## config.mk

```make
export PLATFORM = sky130hd
export DESIGN_NAME = tag_bist_bridge
export DESIGN_NICKNAME = d
export VERILOG_FILES = /design/src/rtl/tag_bist_bridge.sv
export SDC_FILE = /design/constraint.sdc
export NUM_CORES = 1
export LEC_CHECK = 0
export BUFFER_PORTS_ARGS = -buffer_cell sky130_fd_sc_hd__buf_4
export CORE_AREA = 3 3 117 119
export DETAILED_ROUTE_END_ITERATION = 6
export DIE_AREA = 0 0 120 122
export PLACE_DENSITY = 0.66
export SYNTH_ARGS = -nofsm -noshare
export SYNTH_HDL_FRONTEND = slang
export SYNTH_SLANG_ARGS = --single-unit
```

## constraint.sdc

```tcl
create_clock -name clk -period 1.15 [get_ports clk]
set_input_delay 0.23 -clock clk [delete_from_list [all_inputs] [get_ports clk]]
set_output_delay 0.23 -clock clk [all_outputs]
set_load 0.1 [all_outputs]
```

## src/rtl/tag_bist_bridge.sv

```systemverilog
module tag_bist_bridge #(
  parameter int CACHE_KB = 128,
  parameter int NUM_WAYS = 8,
  parameter int RD_LAT   = 1,
  parameter int ADDR_W   = 16,
  parameter int BIST_DW  = 32
) (
  input  logic                         clk,
  input  logic                         rst_n,
  input  logic [NUM_WAYS:0]            bist_ce,
  input  logic                         bist_we,
  input  logic [ADDR_W-1:0]            bist_addr,
  input  logic [BIST_DW-1:0]           bist_din,
  input  logic [NUM_WAYS+2:0]          bist_dctl,
  input  logic [NUM_WAYS*(27-$clog2(CACHE_KB))-1:0] tag_rd,
  output logic [NUM_WAYS-1:0]          tag_cs,
  output logic                         tag_we,
  output logic [$clog2(CACHE_KB)+1:0]  tag_addr,
  output logic [26-$clog2(CACHE_KB):0] tag_wd,
  output logic [BIST_DW-1:0]           bist_dout,
  output logic                         proto_err
);

  localparam int IDX_W = $clog2(CACHE_KB) + 2;
  localparam int TAG_W = 29 - IDX_W;
  localparam int PAD_W = 20 - TAG_W;
  localparam logic [ADDR_W-1:0]  ADDR_MASK = ADDR_W'(((1 << IDX_W) - 1) << 2);
  localparam logic [BIST_DW-1:0] DIN_MASK  = BIST_DW'((20'hFFFFF >> PAD_W) << PAD_W);

  logic [NUM_WAYS-1:0] sel;
  logic                multi;
  logic [TAG_W-1:0]    sel_word;
  logic [TAG_W-1:0]    cap_q;
  logic [BIST_DW-1:0]  remap;
  logic                unused_bits;

  assign tag_cs   = bist_ce[NUM_WAYS:1];
  assign tag_we   = bist_we;
  assign tag_addr = bist_addr[IDX_W+1:2];
  assign tag_wd   = {bist_din[18:PAD_W], bist_din[19]};

  assign unused_bits = bist_ce[0] ^ (^(bist_addr & ~ADDR_MASK)) ^
                       (^(bist_din & ~DIN_MASK)) ^ (^bist_dctl[2:0]);

  assign sel   = bist_dctl[NUM_WAYS+2:3];
  assign multi = |(sel & (sel - NUM_WAYS'(1)));

  always_comb begin
    sel_word = '0;
    for (int w = 0; w < NUM_WAYS; w++)
      sel_word |= tag_rd[w*TAG_W +: TAG_W] & {TAG_W{sel[w]}};
  end

  always_comb begin
    remap = '0;
    remap[19] = cap_q[0];
    remap[18:PAD_W] = cap_q[TAG_W-1:1];
  end

  always_ff @(posedge clk or negedge rst_n) begin
    if (!rst_n) begin
      cap_q     <= '0;
      bist_dout <= '0;
      proto_err <= 1'b0;
    end else begin
      if (multi) begin
        cap_q     <= '0;
        proto_err <= 1'b1;
      end else if (|sel) begin
        cap_q <= sel_word;
      end
      bist_dout <= remap;
    end
  end

  logic [NUM_WAYS-1:0] rd_hist [RD_LAT];

  always_ff @(posedge clk or negedge rst_n) begin
    if (!rst_n) begin
      for (int i = 0; i < RD_LAT; i++) rd_hist[i] <= '0;
    end else begin
      rd_hist[0] <= tag_cs & {NUM_WAYS{~tag_we}};
      for (int i = 1; i < RD_LAT; i++) rd_hist[i] <= rd_hist[i-1];
    end
  end


  ce_onehot_chk: assert property (@(posedge clk) disable iff (!rst_n)
    $onehot0(tag_cs));


  hold_chk: assert property (@(posedge clk) disable iff (!rst_n)
    (sel == '0) |=> $stable(cap_q));


  multi_zero_chk: assert property (@(posedge clk) disable iff (!rst_n)
    multi |=> (cap_q == '0) && proto_err);


  err_sticky_chk: assert property (@(posedge clk) disable iff (!rst_n)
    proto_err |=> proto_err);


  sel_time_chk: assert property (@(posedge clk) disable iff (!rst_n)
    $onehot(sel) |-> |(sel & rd_hist[RD_LAT-1]));

  for (genvar g = 0; g < NUM_WAYS; g++) begin : g_cap

    way_cap_chk: assert property (@(posedge clk) disable iff (!rst_n)
      (sel == NUM_WAYS'(1) << g) |=> cap_q == $past(tag_rd[g*TAG_W +: TAG_W]));
  end

endmodule

```

=== Word level (Yosys, flattened, before mapping) ===
Cells that the tools add are included.

* Bitwise gates (word level): 16
* $add $sub $neg: 1
* Reductions and logical operators: 3
* Mux-type cells: 2

{| class="wikitable"
|+ Operators with widths
! operator !! number
|-
| $and A20 B20 Y20 || 8
|-
| $or A20 B20 Y20 || 7
|-
| $mux W20 || 2
|-
| $reduce_or A8 Y1 || 2
|-
| $and A8 B8 Y8 || 1
|-
| $sub A8 B1 Y8 const B || 1
|-
| $reduce_bool A2 Y1 || 1
|}

* Bits in registers: 41
* Bits of input ports: 231

=== Depth between registers and ports, before layout ===
* Word-level depth: 10
* Mapped depth: 5
* Gate-level depth less buffers: 4

=== Worst setup path before layout ===
Ideal clock, no wire load.

* Path type: input to register
* From: in bist_dctl[3]
* To: reg cap_q[0]
* Stages on the path: 5
* Required time: 1.070 ns
* Path slack: -0.406 ns
* Arrival time: 1.476 ns
* Cells stage by stage: or4_4 > a2111oi_4 > o32ai_2 > buf_6 > a31oi_4

* Word-level cells in the longest chain between the ends: 10
* Elaborated cells on any way between the ends: 15
* Those cells by class: add/sub: 1; mux: 2; bitwise: 9; reduce/logical: 3

{| class="wikitable"
|+ Ends and longest elaborated chain
! element !! RTL line !! RTL
|-
| from (decl) || 14 || <nowiki>input logic [NUM_WAYS+2:0] bist_dctl,</nowiki>
|-
| $and A20 B20 Y20 || 51 || <nowiki>sel_word |= tag_rd[w*TAG_W +: TAG_W] & {TAG_W{sel[w]}};</nowiki>
|-
| $or A20 B20 Y20 (7 in a row) || 51 ||
|-
| $mux W20 || 69 || <nowiki>end else if (|sel) begin</nowiki>
|-
| $mux W20 || 66 || <nowiki>if (multi) begin</nowiki>
|-
| to (signal assigned) || 70 || <nowiki>cap_q <= sel_word;</nowiki>
|-
| to (decl) || 33 || <nowiki>logic [TAG_W-1:0] cap_q;</nowiki>
|}

Parallel ways exist; a longest one is shown, timed or not. The select of a mux whose other input is x is not followed.
A chain may end at the register's enable or synchronous reset.

=== Worst setup path after layout ===
* From: in bist_dctl[3]
* To: reg cap_q[19]

The elaborated chain is that of the path after synthesis.

==> impl_metrics.tcl <==
set metrics [dict create \
    seq_area_frac_synth_pct 36.5 \
    worstHoldStart "tag_rd[121]" \
    tightest_slew_ps 524 \
    grt_pass1_wl_um 16700 \
    async_flop_share_pct 100 \
    diodes 0 \
    hold_violations 0 \
    overflow 0 \
    netlist_area_mm2 0.00281 \
    status "finished with violations" \
    synth_edf_count 0 \
    grt_max_degree 42 \
    crit_type "primary input to flop" \
    syn_inst 243 \
    wire_per_inst_um 19.0 \
    min_to "cap_q[1]" \
    startpoint_type "primary input" \
    cp_data_required_time_ps 1350 \
    clock-sinks 41 \
    r2r_end "proto_err" \
    wl_um 11600 \
    die_w_um 120 \
    slowest_delay_ps 600 \
    grt_usage_pct 14.8 \
    fin_crit_sh_pct 135 \
    grt_pass1_vias 3008 \
    io_buffers 190 \
    fp.dieArea_mm2 0.0146 \
    synth_flop_cell "dfrtp_1" \
    leakagePower_nw 2.25 \
    synthToLayoutAreaGrowth_pct 69.3 \
    ys_types 21 \
    r2r_start "proto_err" \
    fin_nets 671 \
    insertion_delay_ps 270 \
    cts_htree_levels 2 \
    ir_drop_mv 0.545 \
    max_freq_mhz 646 \
    end_kind "flop" \
    synth_top_area_share_pct 36.5 \
    numCtsBuffers 5 \
    clock_path_buffers 2 \
    rsz0062_at_grt "true" \
    viasPerCell 4.66 \
    num_rows 41 \
    path_clk_slew_ps 60 \
    ys_ff_latch 41 \
    utilization_pct 37.6 \
    crit_fanout 12 \
    min_path_cells 4 \
    power.density_mw_per_mm2 948 \
    slew_violations 0 \
    fin_ws_ps -398 \
    gp_congestion 0.791 \
    violations "negative setup slack" \
    maxCapViolations 0 \
    drc 0 \
    start_util_pct 22.2 \
    netlist_top_cells_count "50 x buf_4, 41 x dfrtp_1, 40 x a221oi_1, 40 x a22o_1" \
    cp.arrival_ps 1740 \
    finalSetupViolations 21 \
    hold_slack_ps 364 \
    root_buffer "clkbuf_16" \
    ant_nets 0 \
    fin_skew_ps 2.29 \
    hold_class "primary input to flop" \
    synth_most_common_cell "buf_4" \
    ys_top_cells_by_area "dfrtp_1 36%, a31oi_4 15%, buf_4 13%" \
    crit_chain "buf_6 > or4_4 > a2111oi_4 > o32ai_4 > buf_12 > a31oi_4" \
    core_area_mm2 0.0127 \
    crit_slowest_cell "or4_4" \
    worstRegToRegCells 1 \
    antenna_found_initial 0 \
    synth_top_cell_by_area "dfrtp_1" \
    relSlewSlack_pct 65.1 \
    placed_area_mm2 0.00454 \
    cts_tree "built" \
    r2r_slack_ps 380 \
    vias 2854 \
    yosys_warnings 0 \
    detail_route.first_pass.iterations 4 \
    io_pins 302 \
    fillers 1229 \
    drive_above_1_share_pct 63.9 \
    drt_iter0_drc 184 \
    design_area_mm2 0.00476 \
    place_hpwl_um 9080 \
    syn_avg_cell_area_um2 11.6 \
    dieHeight_um 122 \
    period_minus_slack_ps 1550 \
]
[cell families (layout without fill, tap and decap cells)]
family | after synthesis | after routing | synth area share [%]
fa+ha+maj | 1 | 1 | 0.356
other cells | 1 | 12 | 0.133
compound gates | 103 | 103 | 41.8
simple gates | 27 | 27 | 4.63
buf+inv | 70 | 256 | 16.6
flops | 41 | 41 | 36.5
[through the flow]
| step | instances | power, mW | setup TNS [ps] | setup slack, ps |
|---|---|---|---|---|
| after floorplan | 254 | 2.81 | -8010 | -385 |
| after global placement | 603 | 2.97 | -13210 | -644 |
| after detailed placement | 603 | 3.00 | -13930 | -691 |
| after CTS | 611 | 4.56 | -7680 | -394 |
| after global routing | 612 | 4.69 | -8540 | -428 |
| final | 612 | 4.51 | -7800 | -398 |
[layer usage]
| layer | GRT usage [%] | part of all wire (%) | wire length (µm) | vias to the layer above |
|---|---|---|---|---|
| met5 | 0 | 0 | 0 | - |
| met4 | 5.87 | 2.9 | 335 | 0 |
| met3 | 1.90 | 6.7 | 777 | 36 |
| met2 | 28.1 | 55 | 6400 | 152 |
| met1 | 16.6 | 35 | 4120 | 1367 |
| li1 | - | - | - | 1299 |
[repair_timing]
action,in CTS,in global routing
pin swaps,1,0
buffers inserted,0,1
hold buffers,1,0
resized for setup,8,4
endpoints found under the hold margin,41,0
endpoints found under the setup margin,25,24
[cells in the final DEF (no fill, tap or decap)]
cell           synthesis  final
clkbuf_16              0      5
nor2_1                 1      1
a221oi_1              40     40
a31oi_4               20     20
nor4_4                 0      1
buf_4                 50    235
o32ai_4                0      1
dlygate4sd3_1          0      1
bufinv_16              0      1
dfrtp_2                0      1
conb_1                 1     12
or2_1                  1      1
maj3_1                 1      1
nor3_1                 1      1
or4_4                  1      1
a2111oi_4              1      1
nor3_4                 0      1
a21oi_1                1      1
or3_1                  1      1
buf_12                 0      6
clkinv_2               0      1
buf_6                  2      7
nand2_1               20     20
dfrtp_1               41     40
a22o_1                40     40
[power breakdown]
| group | internal [mW] | switching, mW | total (mW) |
|---|---|---|---|
| Combinational | 0.749 | 0.746 | 1.50 |
| Clock | 1.01 | 0.525 | 1.53 |
| Sequential | 1.47 | 0.0136 | 1.49 |
| Total | 3.23 | 1.29 | 4.51 |
[critical path: cells and delay by family]
| kind | cells | cell delay, ps |
|---|---|---|
| AO/OA/AOI/OAI | 3 | 600 |
| buffers and inverters | 2 | 290 |
| AND/OR/NAND/NOR | 1 | 600 |
[worst max path at each step]
stage,start,endpoint,depth (start not counted)
after CTS,bist_dctl[3],cap_q[19],6
after detailed placement,bist_dctl[3],cap_q[19],6
final,bist_dctl[3],cap_q[19],6
after global placement,bist_dctl[3],cap_q[19],6
after global routing,bist_dctl[3],cap_q[19],6
after floorplan,bist_dctl[3],cap_q[0],5
[area by class of cell]
type	count	area, µm²	area share (%)
Sequential cell	41	1030	21.6
Clock buffer	5	125	2.63
Multi-Input combinational cell	143	1390	29.1
Clock inverter	2	35.0	0.736
Timing Repair Buffer	249	1970	41.4
Tap cell	172	215	4.52
[sequential cells by signal, summed over array words and instances (netlist names)]
register	flops
bist_dout	20
cap_q	20
proto_err	1
(Power assumes the default switching activity.)
